## config.mk

```make
export PLATFORM = sky130hd
export DESIGN_NAME = srg_fsgen
export DESIGN_NICKNAME = d
export VERILOG_FILES = /design/src/rtl/srg_pkg.sv /design/src/rtl/srg_edge_sync.sv /design/src/rtl/srg_clkdiv.sv /design/src/rtl/srg_framegen.sv /design/src/rtl/srg_fsgen.sv
export SDC_FILE = /design/constraint.sdc
export NUM_CORES = 1
export LEC_CHECK = 0
export ABC_AREA = 1
export BUFFER_PORTS_ARGS = -buffer_cell sky130_fd_sc_hd__clkbuf_2
export CAP_MARGIN = 15
export CORE_MARGIN = 5
export CORE_UTILIZATION = 45
export CTS_CLUSTER_DIAMETER = 80
export DETAILED_ROUTE_END_ITERATION = 10
export PLACE_DENSITY = 0.71
export SYNTH_ARGS = -nofsm -noshare
export SYNTH_HDL_FRONTEND = slang
export SYNTH_SLANG_ARGS = --single-unit
```

## constraint.sdc

```tcl
create_clock -name clk -period 3.4 [get_ports clk]
set_clock_uncertainty 0.05 [all_clocks]
set_input_delay 0 -clock clk [delete_from_list [all_inputs] [get_ports clk]]
set_output_delay 0 -clock clk [all_outputs]
set_load 0.01 [all_outputs]
```

## src/rtl/srg_pkg.sv

```systemverilog
`timescale 1ns/1ps
package srg_pkg;
  // next count of a modulo counter with terminal value lim
  function automatic int unsigned wrap_inc(int unsigned cur, int unsigned lim);
    return (cur >= lim) ? 0 : cur + 1;
  endfunction

  // cycles of high phase for a divide-by-(div+1) clock
  function automatic int unsigned hi_phase(int unsigned div);
    return (div + 2) / 2;
  endfunction

  // frame position inside the sync pulse
  function automatic logic in_pulse(int unsigned pos, int unsigned wid);
    return pos <= wid;
  endfunction
endpackage

```

## src/rtl/srg_edge_sync.sv

```systemverilog
`timescale 1ns/1ps
module srg_edge_sync #(
  parameter int STAGES = 1
) (
  input  logic clk,
  input  logic rst_n,
  input  logic din_i,
  input  logic fall_i,
  output logic edge_o
);
  logic [STAGES:0] chain_q;

  always_ff @(posedge clk or negedge rst_n) begin
    if (!rst_n) chain_q <= '0;
    else        chain_q <= {chain_q[STAGES-1:0], din_i};
  end

  // chain_q[STAGES-1] is the sampled level, chain_q[STAGES] its previous value
  always_comb begin
    if (fall_i) edge_o = ~chain_q[STAGES-1] & chain_q[STAGES];
    else        edge_o = chain_q[STAGES-1] & ~chain_q[STAGES];
  end
endmodule

```

## src/rtl/srg_clkdiv.sv

```systemverilog
`timescale 1ns/1ps
module srg_clkdiv
  import srg_pkg::*;
#(
  parameter int DIV_W = 8
) (
  input  logic             clk,
  input  logic             rst_n,
  input  logic             run_i,
  input  logic             tick_i,
  input  logic             restart_i,
  input  logic [DIV_W-1:0] div_i,
  output logic             gclk_o,
  output logic             wrap_o
);
  logic [DIV_W-1:0] cnt_q, cnt_nxt;
  logic             hi_nxt;

  always_comb begin
    cnt_nxt = DIV_W'(wrap_inc(32'(cnt_q), 32'(div_i)));
    if (restart_i) cnt_nxt = '0;
    hi_nxt = 32'(cnt_nxt) < hi_phase(32'(div_i));
    wrap_o = run_i & (restart_i | (tick_i & (cnt_q >= div_i)));
  end

  // counter primed to all ones so the first tick after run starts a period
  always_ff @(posedge clk or negedge rst_n) begin
    if (!rst_n) begin
      cnt_q  <= '1;
      gclk_o <= 1'b0;
    end else if (!run_i) begin
      cnt_q  <= '1;
      gclk_o <= 1'b0;
    end else if (restart_i | tick_i) begin
      cnt_q  <= cnt_nxt;
      gclk_o <= hi_nxt;
    end
  end
endmodule

```

## src/rtl/srg_framegen.sv

```systemverilog
`timescale 1ns/1ps
module srg_framegen
  import srg_pkg::*;
#(
  parameter int WID_W = 8,
  parameter int PER_W = 12
) (
  input  logic             clk,
  input  logic             rst_n,
  input  logic             run_i,
  input  logic             adv_i,
  input  logic             restart_i,
  input  logic [WID_W-1:0] wid_i,
  input  logic [PER_W-1:0] per_i,
  output logic             fs_o
);
  logic [PER_W-1:0] pos_q, pos_nxt;

  always_comb begin
    pos_nxt = PER_W'(wrap_inc(32'(pos_q), 32'(per_i)));
    if (restart_i) pos_nxt = '0;
  end

  always_ff @(posedge clk or negedge rst_n) begin
    if (!rst_n) begin
      pos_q <= '1;
      fs_o  <= 1'b0;
    end else if (!run_i) begin
      pos_q <= '1;
      fs_o  <= 1'b0;
    end else if (adv_i) begin
      pos_q <= pos_nxt;
      fs_o  <= in_pulse(32'(pos_nxt), 32'(wid_i));
    end
  end
endmodule

```

## src/rtl/srg_fsgen.sv

```systemverilog
`timescale 1ns/1ps
module srg_fsgen #(
  parameter int DIV_W       = 8,
  parameter int WID_W       = 8,
  parameter int PER_W       = 12,
  parameter int SYNC_STAGES = 1
) (
  input  logic             clk,
  input  logic             rst_n,
  input  logic             src_int_i,
  input  logic             ext_clk_i,
  input  logic             ext_fall_i,
  input  logic             sync_mode_i,
  input  logic             ext_fs_i,
  input  logic             cg_run_i,
  input  logic             fs_run_i,
  input  logic [DIV_W-1:0] div_i,
  input  logic [WID_W-1:0] wid_i,
  input  logic [PER_W-1:0] per_i,
  input  logic             tx_mode_i,
  input  logic             load_evt_i,
  output logic             gclk_o,
  output logic             fs_o,
  output logic             tx_fs_o
);
  // named internal events, observed by the bound checker
  logic ck_edge;
  logic fs_edge;
  logic tick;
  logic resync;
  logic div_wrap;
  logic load_q;

  srg_edge_sync #(.STAGES(SYNC_STAGES)) u_ck_sync (
    .clk(clk), .rst_n(rst_n), .din_i(ext_clk_i), .fall_i(ext_fall_i), .edge_o(ck_edge)
  );

  srg_edge_sync #(.STAGES(SYNC_STAGES)) u_fs_sync (
    .clk(clk), .rst_n(rst_n), .din_i(ext_fs_i), .fall_i(1'b0), .edge_o(fs_edge)
  );

  assign tick   = src_int_i | ck_edge;
  assign resync = sync_mode_i & fs_edge;

  srg_clkdiv #(.DIV_W(DIV_W)) u_div (
    .clk(clk), .rst_n(rst_n), .run_i(cg_run_i), .tick_i(tick),
    .restart_i(resync), .div_i(div_i), .gclk_o(gclk_o), .wrap_o(div_wrap)
  );

  srg_framegen #(.WID_W(WID_W), .PER_W(PER_W)) u_frm (
    .clk(clk), .rst_n(rst_n), .run_i(fs_run_i), .adv_i(div_wrap),
    .restart_i(resync), .wid_i(wid_i), .per_i(per_i), .fs_o(fs_o)
  );

  always_ff @(posedge clk or negedge rst_n) begin
    if (!rst_n) load_q <= 1'b0;
    else        load_q <= load_evt_i;
  end

  assign tx_fs_o = tx_mode_i ? fs_o : load_q;
endmodule

```

Word level (Yosys, flattened, before mapping)
Cells that the tools add are included.

operators by class
  magnitude comparators = 5
  $add $sub $neg = 3
  bitwise operators = 12
  equality and inequality tests = 2
  multiplexer cells = 14

operators by type and width
  cell                                                   count
  two-way mux 12 bit                                     4
  two-way mux 8 bit                                      4
  less-than comparator 8 x 31 -> 1 bit                   1
  >= comparator 8 bit                                    2
  adder 12 x 1 -> 12 bit, second input constant          1
  >= comparator 12 bit                                   1
  less-or-equal comparator 12 x 8 -> 1 bit               1
  adder 8 x 2 -> 9 bit, second input constant            1
  adder 8 x 1 -> 8 bit, second input constant            1
  AND 1 bit                                              6
  two-way mux 1 bit                                      6
  inequality test 2 x 1 -> 1 bit, second input constant  2
  NOT 1 bit                                              3
  bitwise OR 1 bit                                       3

storage, ports and cells
  register bits = 27
  word-level logic and storage cells = 43
  input bits = 39
  output and inout port bits = 3

Longest topological paths before layout
  depth after elaboration = 9
  depth in mapped cells = 22
  mapped depth without buffers = 22

Hierarchy
Synthesis repeated with hierarchy kept, for this count alone.

second synthesis, totals
  cells, all modules = 382
  area, all modules = 2675.1 µm²

by module, submodules not included
  module         area an instance (µm²)  instances  seq. area each (µm²)  cells an instance
  srg_framegen   1440.1                  1          340.3                 216
  srg_clkdiv     1027.2                  1          235.2                 141
  srg_edge_sync  75.1                    2          50.0                  8
  srg_fsgen      57.6                    1          25.0                  9

Worst setup path after synthesis
OpenSTA, ideal clock, no wires.

  path kind = reg-to-reg
  start = register u_frm.pos_q[5]
  end = register u_frm.fs_o
  stages on the path, launching flop included = 17
  data arrival time = 2456 ps
  setup time = 65 ps
  slack = 829 ps
  cells stage by stage = dfstp_2 -> ha_1 -> a21o_1 -> nand3_1 -> a21oi_1 -> nor2_1 -> nand2_2 -> or2_2 -> inv_1 -> ha_1 -> a21oi_1 -> o21ai_0 -> a21o_1 -> o21ai_0 -> o21a_1 -> nand3_1 -> nand2_1

between the ends
  longest elaborated chain between the ends = 6

ends and longest elaborated chain
  element                                                         RTL line            RTL
  from (decl)                                                     srg_framegen.sv:17  logic [PER_W-1:0] pos_q, pos_nxt;
  from (signal assigned)                                          srg_framegen.sv:32  pos_q <= pos_nxt;
  adder 12 x 1 -> 12 bit or >= comparator 12 bit (tied branches)  srg_pkg.sv:5        return (cur >= lim) ? 0 : cur + 1;
  two-way mux 12 bit *                                            srg_pkg.sv:5
  two-way mux 12 bit *                                            srg_framegen.sv:21  if (restart_i) pos_nxt = '0;
  less-or-equal comparator 12 x 8 -> 1 bit *                      srg_pkg.sv:15       return pos <= wid;
  two-way mux 1 bit *                                             srg_framegen.sv:31  end else if (adv_i) begin
  two-way mux 1 bit *                                             srg_framegen.sv:28  end else if (!run_i) begin
  to (signal assigned)                                            srg_framegen.sv:33  fs_o <= in_pulse(32'(pos_nxt), 32'(wid_i));
  to (decl)                                                       srg_framegen.sv:15  output logic fs_o

Mark *: on every way between the ends. The rest lies on a longest branch, timed or not. The select of a mux whose other input is x is not followed.
A chain may end at the register's enable or synchronous reset.

Worst setup path after layout
  start = register u_frm.pos_q[0]
  end = register u_frm.fs_o

The elaborated chain is that of the path after synthesis.

==> flow_results.org <==
** Timing
- Hold Slack :: 72.6 ps
- Highest clock rate :: 343 MHz
- Of the available clock period, the critical path in the final layout requires 0.858.
- Measured against its own limit, the worst slew margin works out to 0.531.
- The number of failing hold endpoints at the final stage came to 0.
- Unrepaired setup endpoints after global routing :: false
- Worst Max-Slew Pin Slew :: 704 ps
- The max-slew violation count is 0.
- Final Setup Violations :: 0
- Final setup TNS :: 0 ps
- The worst path in the final design needs a cycle of 2920 ps, including I/O delays and setup.

** Cells and area
- Relative to the synthesized area, the layout overhead comes to 14.5%.
- With fillers left out, the area of the finished cells amounts to 2860 um2.
- In the final layout, the share of cells above drive strength 1 is 0.231.
- Final nets :: 455
- The number of antenna diodes in the final layout is 0.

** Logic synthesis
- After synthesis, the share of cell area in mux cells is 0.00450.
- The Yosys step of the flow raised 0 warnings.
- Dividing the synthesized area by the synthesized cell count gives 7.58 um2.
- Among all flip-flop cells after synthesis, the most frequent one is sky130_fd_sc_hd__dfstp_2.
- Async set-reset flop share out of synthesis :: 1.00
- By instance count, the leading cell after synthesis is sky130_fd_sc_hd__inv_1.
- Ranking of synthesized cells by area :: sky130_fd_sc_hd__dfstp_2 (21%), sky130_fd_sc_hd__ha_1 (19%), sky130_fd_sc_hd__inv_1 (9.9%), sky130_fd_sc_hd__nand2_1 (7.6%), sky130_fd_sc_hd__dfrtp_1 (7.0%)
- For this run, the register share of the synthesized area comes to 0.280.
- The fraction of the mapped netlist area in compound gates is 0.118.
- EDFF count, synth :: 0
- The cell count after synthesis came out at 330.
- When the netlist entered floorplanning its net count stood at 407.
- Of all cell types, the one taking the most synthesized area is sky130_fd_sc_hd__dfstp_2.
- After synthesis, the largest family of logic cells by area is simple AND/OR/NAND/NOR gates.
- Of the total synthesized cell area, the portion taken by AND, OR, NAND and NOR gates is 0.243.
- Of the total synthesized cell area, the portion taken by full adders, half adders and majority gates is 0.190.
- Post-synthesis share of cell area spent on xor and xnor gates :: 0.0490
- Yosys cell types :: 34
- After synthesis the cells add up to 2500 um2.
- Synth top area share :: 0.210
- By count the netlist is led by sky130_fd_sc_hd__inv_1 (66), sky130_fd_sc_hd__nand2_1 (51), sky130_fd_sc_hd__ha_1 (38), sky130_fd_sc_hd__nor2_1 (38).
- After synthesis the netlist holds a flip-flop and latch count of 27.

** Drt
- Length of the first detailed-routing pass in iterations :: 5
- Amount of wire on met3 after detailed routing :: between 150 and 200 um
- Final routed DRC violation total :: 0
- In this run, the number of DRC markers left after iteration 0 of detailed routing was 55.
- Count of nets left with antenna violations after detail routing :: 0
- Routed length per placed instance :: ~12 um
- Wl on met1 :: approximately 2.3 mm
- After detailed routing, no signal wire sits above met4.
- Wires add up to roughly 5.3 mm.
- Dividing the detail-routed via count by the number of cells gives 4.93.
- Vias after detailed routing :: 2213
- Summed over all nets, wire length on met2 after detailed routing comes to 2.74 mm.

** Placed design
- Area post-placement :: 2780 um2
- Buffers placed on the I/O ports in this run total 41.
- Global placement routability congestion :: around 0.82
- Once detailed placement completed, the half-perimeter wirelength came to 4.43 mm.

** Power and ir drop
- In this run the power density over the cells is 454 nW/um2.
- Leakage power of the design :: ~1.7 nW
- Share of total power consumed by net switching :: 0.419
- Relative contribution of sequential cells to total power :: 0.349
- Clock power share :: 0.147
- Total power for the finished layout comes to 1.30 mW.
- The share of total power dissipated in combinational logic is 0.503.
- Peak supply drop :: 0.245 mV
- Internal power comes to 755 uW.
- Reported net switching power :: about 540 uW

** Floorplanning
- The initial utilization of the core area, before any placement, comes to 0.460.
- Top-Level Pins :: 42
- The floorplan has 27 rows.
- The die is 84.6 um tall.
- Area enclosed by the die boundary :: 7150 um2
- In this run the horizontal extent of the chip is about 85 um.
- In this run the standard cell core region covers 5440 um2.

** Clock tree
- Clock tree from TritonCTS :: yes
- Clock tree synthesis selected as its root buffer the cell sky130_fd_sc_hd__clkbuf_8.
- Maximum count of clock buffers along a single path :: 2
- The clock reaches the later pin of the worst-skew pair after 280 ps.
- In this run the number of H-tree levels came out at 1.
- CTS Buf Count :: 3
- Clock-pin slew was measured on the worst setup and hold paths at 100 ps.
- Clock tree synthesis found a total of 27 sinks.

** Critical path
- The critical path starts at u_frm.pos_q[0]$_DFFE_PN1P_.
- Element type at the critical path end :: flip-flop
- For the worst flop-to-flop path, the logic depth is 18.
- At the worst endpoint, the arrival time is 3090 ps.
- STA classifies the critical path startpoint as a flip-flop.
- The most critical setup path has its endpoint at u_frm.fs_o$_DFFE_PN0P_.
- In this run the critical register-to-register path is captured at u_frm.fs_o$_DFFE_PN0P_.
- Setup slack, reg-to-reg :: 480 ps
- Critical register-to-register path startpoint :: u_frm.pos_q[0]$_DFFE_PN1P_
- Type of the worst setup path :: flip-flop to flip-flop
- Highest net fanout along the worst path :: 13
- Data on the critical path is required at its endpoint by approximately 3600 ps.

** Global route
- Entering global routing, the biggest net connects 28 pins.
- The number of global-route vias before repair came to 2143.
- The initial antenna violation count came to 0.
- In the global route stage, overall resource usage came out at 0.152.
- The first global-routing pass estimated 9.15 mm of wire.
- Total gr overflow :: 0

** Flow run
- The tool flagged a number of max-cap violations equal to 0.

** Worst hold path
- The min-delay analysis places its worst path in the category primary input to flip-flop.

** Status
- Result of the run :: completed
final cells by class:
class,instances,area [um2]
multi-input combinational,230,1510
inverter,71,267
tap,72,90.1
fill,529,2570
sequential,27,701
clock buffer,3,41.3
timing repair buffer,45,245
clock inverter,1,7.51
through the flow:
| stage | utilization | std cells | worst slack (ps) |
|---|---|---|---|
| floorplan | - | 330 | 829 |
| global placement | 0.510 | 441 | 569 |
| detailed placement | 0.510 | 441 | 457 |
| CTS | 0.527 | 449 | 436 |
| global route | 0.527 | 449 | 222 |
| finish | 0.527 | 449 | 484 |
repair_timing:
item | in CTS | in global routing
setup buffers | 0 | 0
hold buffers | 4 | 0
endpoints found under the hold margin | 10 | 0
resized for setup | 0 | 0
worst min path at each step:
stage | cells after the start | endpoint | slack [ps] | start
6_report | 3 | u_frm.pos_q[11]$_DFFE_PN1P_ | 70 | fs_run_i
5_1_grt | 3 | u_frm.pos_q[11]$_DFFE_PN1P_ | 80 | fs_run_i
4_1_cts | 3 | u_frm.pos_q[5]$_DFFE_PN1P_ | 70 | fs_run_i
3_5_place_dp | 1 | u_frm.fs_o$_DFFE_PN0P_ | 30 | rst_n
3_3_place_gp | 1 | u_frm.fs_o$_DFFE_PN0P_ | 20 | rst_n
2_1_floorplan | 0 | load_q$_DFF_PN0_ | -350 | rst_n
logic make-up (layout without fill, tap and decap cells):
logic type	count (synthesis)	in the layout
adders and majority gates	38	38
xor gates and xnor gates	14	14
buffers and inverters	73	120
AOI/OAI and AO/OA	48	48
DFF	27	27
muxes	1	1
and+or+nand+nor	129	129
metal layers:
layer	vias up	global-route usage
met1	1016	0.184
met4	0	0.0345
met2	40	0.288
met3	4	0.0108
li1	1153	-
met5	-	0
power by group through the flow:
| stage | registers [mW] | logic (mW) | clock network (mW) |
|---|---|---|---|
| after floorplan | 0.447 | 0.512 | 0 |
| after global placement | 0.457 | 0.636 | 0 |
| after detailed placement | 0.459 | 0.654 | 0 |
| after CTS | 0.454 | 0.664 | 0.200 |
| after global routing | 0.464 | 0.764 | 0.212 |
| final | 0.454 | 0.654 | 0.191 |
registers in the layout (all words and copies together), names as in the netlist:
signal / count
u_ck_sync.chain_q: 2
u_div.gclk_o: 1
load_q: 1
u_frm.fs_o: 1
u_div.cnt_q: 8
u_fs_sync.chain_q: 2
u_frm.pos_q: 12
cells in the final DEF, fill, tap and decap left out, types with 4 or more instances in the layout:
master / synthesis / layout
sky130_fd_sc_hd__a22oi_1: 8 / 8
sky130_fd_sc_hd__ha_1: 38 / 38
sky130_fd_sc_hd__inv_1: 66 / 66
sky130_fd_sc_hd__xor2_1: 12 / 12
sky130_fd_sc_hd__nand3_1: 15 / 15
sky130_fd_sc_hd__inv_2: 4 / 4
sky130_fd_sc_hd__nor3_1: 5 / 5
sky130_fd_sc_hd__dlygate4sd3_1: 0 / 4
sky130_fd_sc_hd__a21oi_1: 20 / 20
sky130_fd_sc_hd__nand2_2: 4 / 4
sky130_fd_sc_hd__nand2_1: 51 / 51
sky130_fd_sc_hd__dfrtp_1: 7 / 7
sky130_fd_sc_hd__clkbuf_2: 0 / 41
sky130_fd_sc_hd__nor2_2: 4 / 4
sky130_fd_sc_hd__o21ai_0: 5 / 5
sky130_fd_sc_hd__dfstp_2: 20 / 20
sky130_fd_sc_hd__nor2_1: 38 / 38
worst max-delay path, stage by stage, from the launching register on:
cell,delay (ps)
sky130_fd_sc_hd__dfstp_2,550
sky130_fd_sc_hd__inv_1,90
sky130_fd_sc_hd__ha_1,280
sky130_fd_sc_hd__inv_1,50
sky130_fd_sc_hd__a21boi_0,80
sky130_fd_sc_hd__o21bai_1,140
sky130_fd_sc_hd__nand2_1,60
sky130_fd_sc_hd__nand2_1,70
sky130_fd_sc_hd__nand2_2,160
sky130_fd_sc_hd__or2_2,330
sky130_fd_sc_hd__inv_1,60
sky130_fd_sc_hd__ha_1,230
sky130_fd_sc_hd__a21oi_1,130
sky130_fd_sc_hd__o21ai_0,90
sky130_fd_sc_hd__a21o_1,150
sky130_fd_sc_hd__o21ai_0,80
sky130_fd_sc_hd__o21a_1,140
sky130_fd_sc_hd__nand3_1,60
sky130_fd_sc_hd__nand2_1,60
Note: power is estimated with default switching activity, not from simulation.
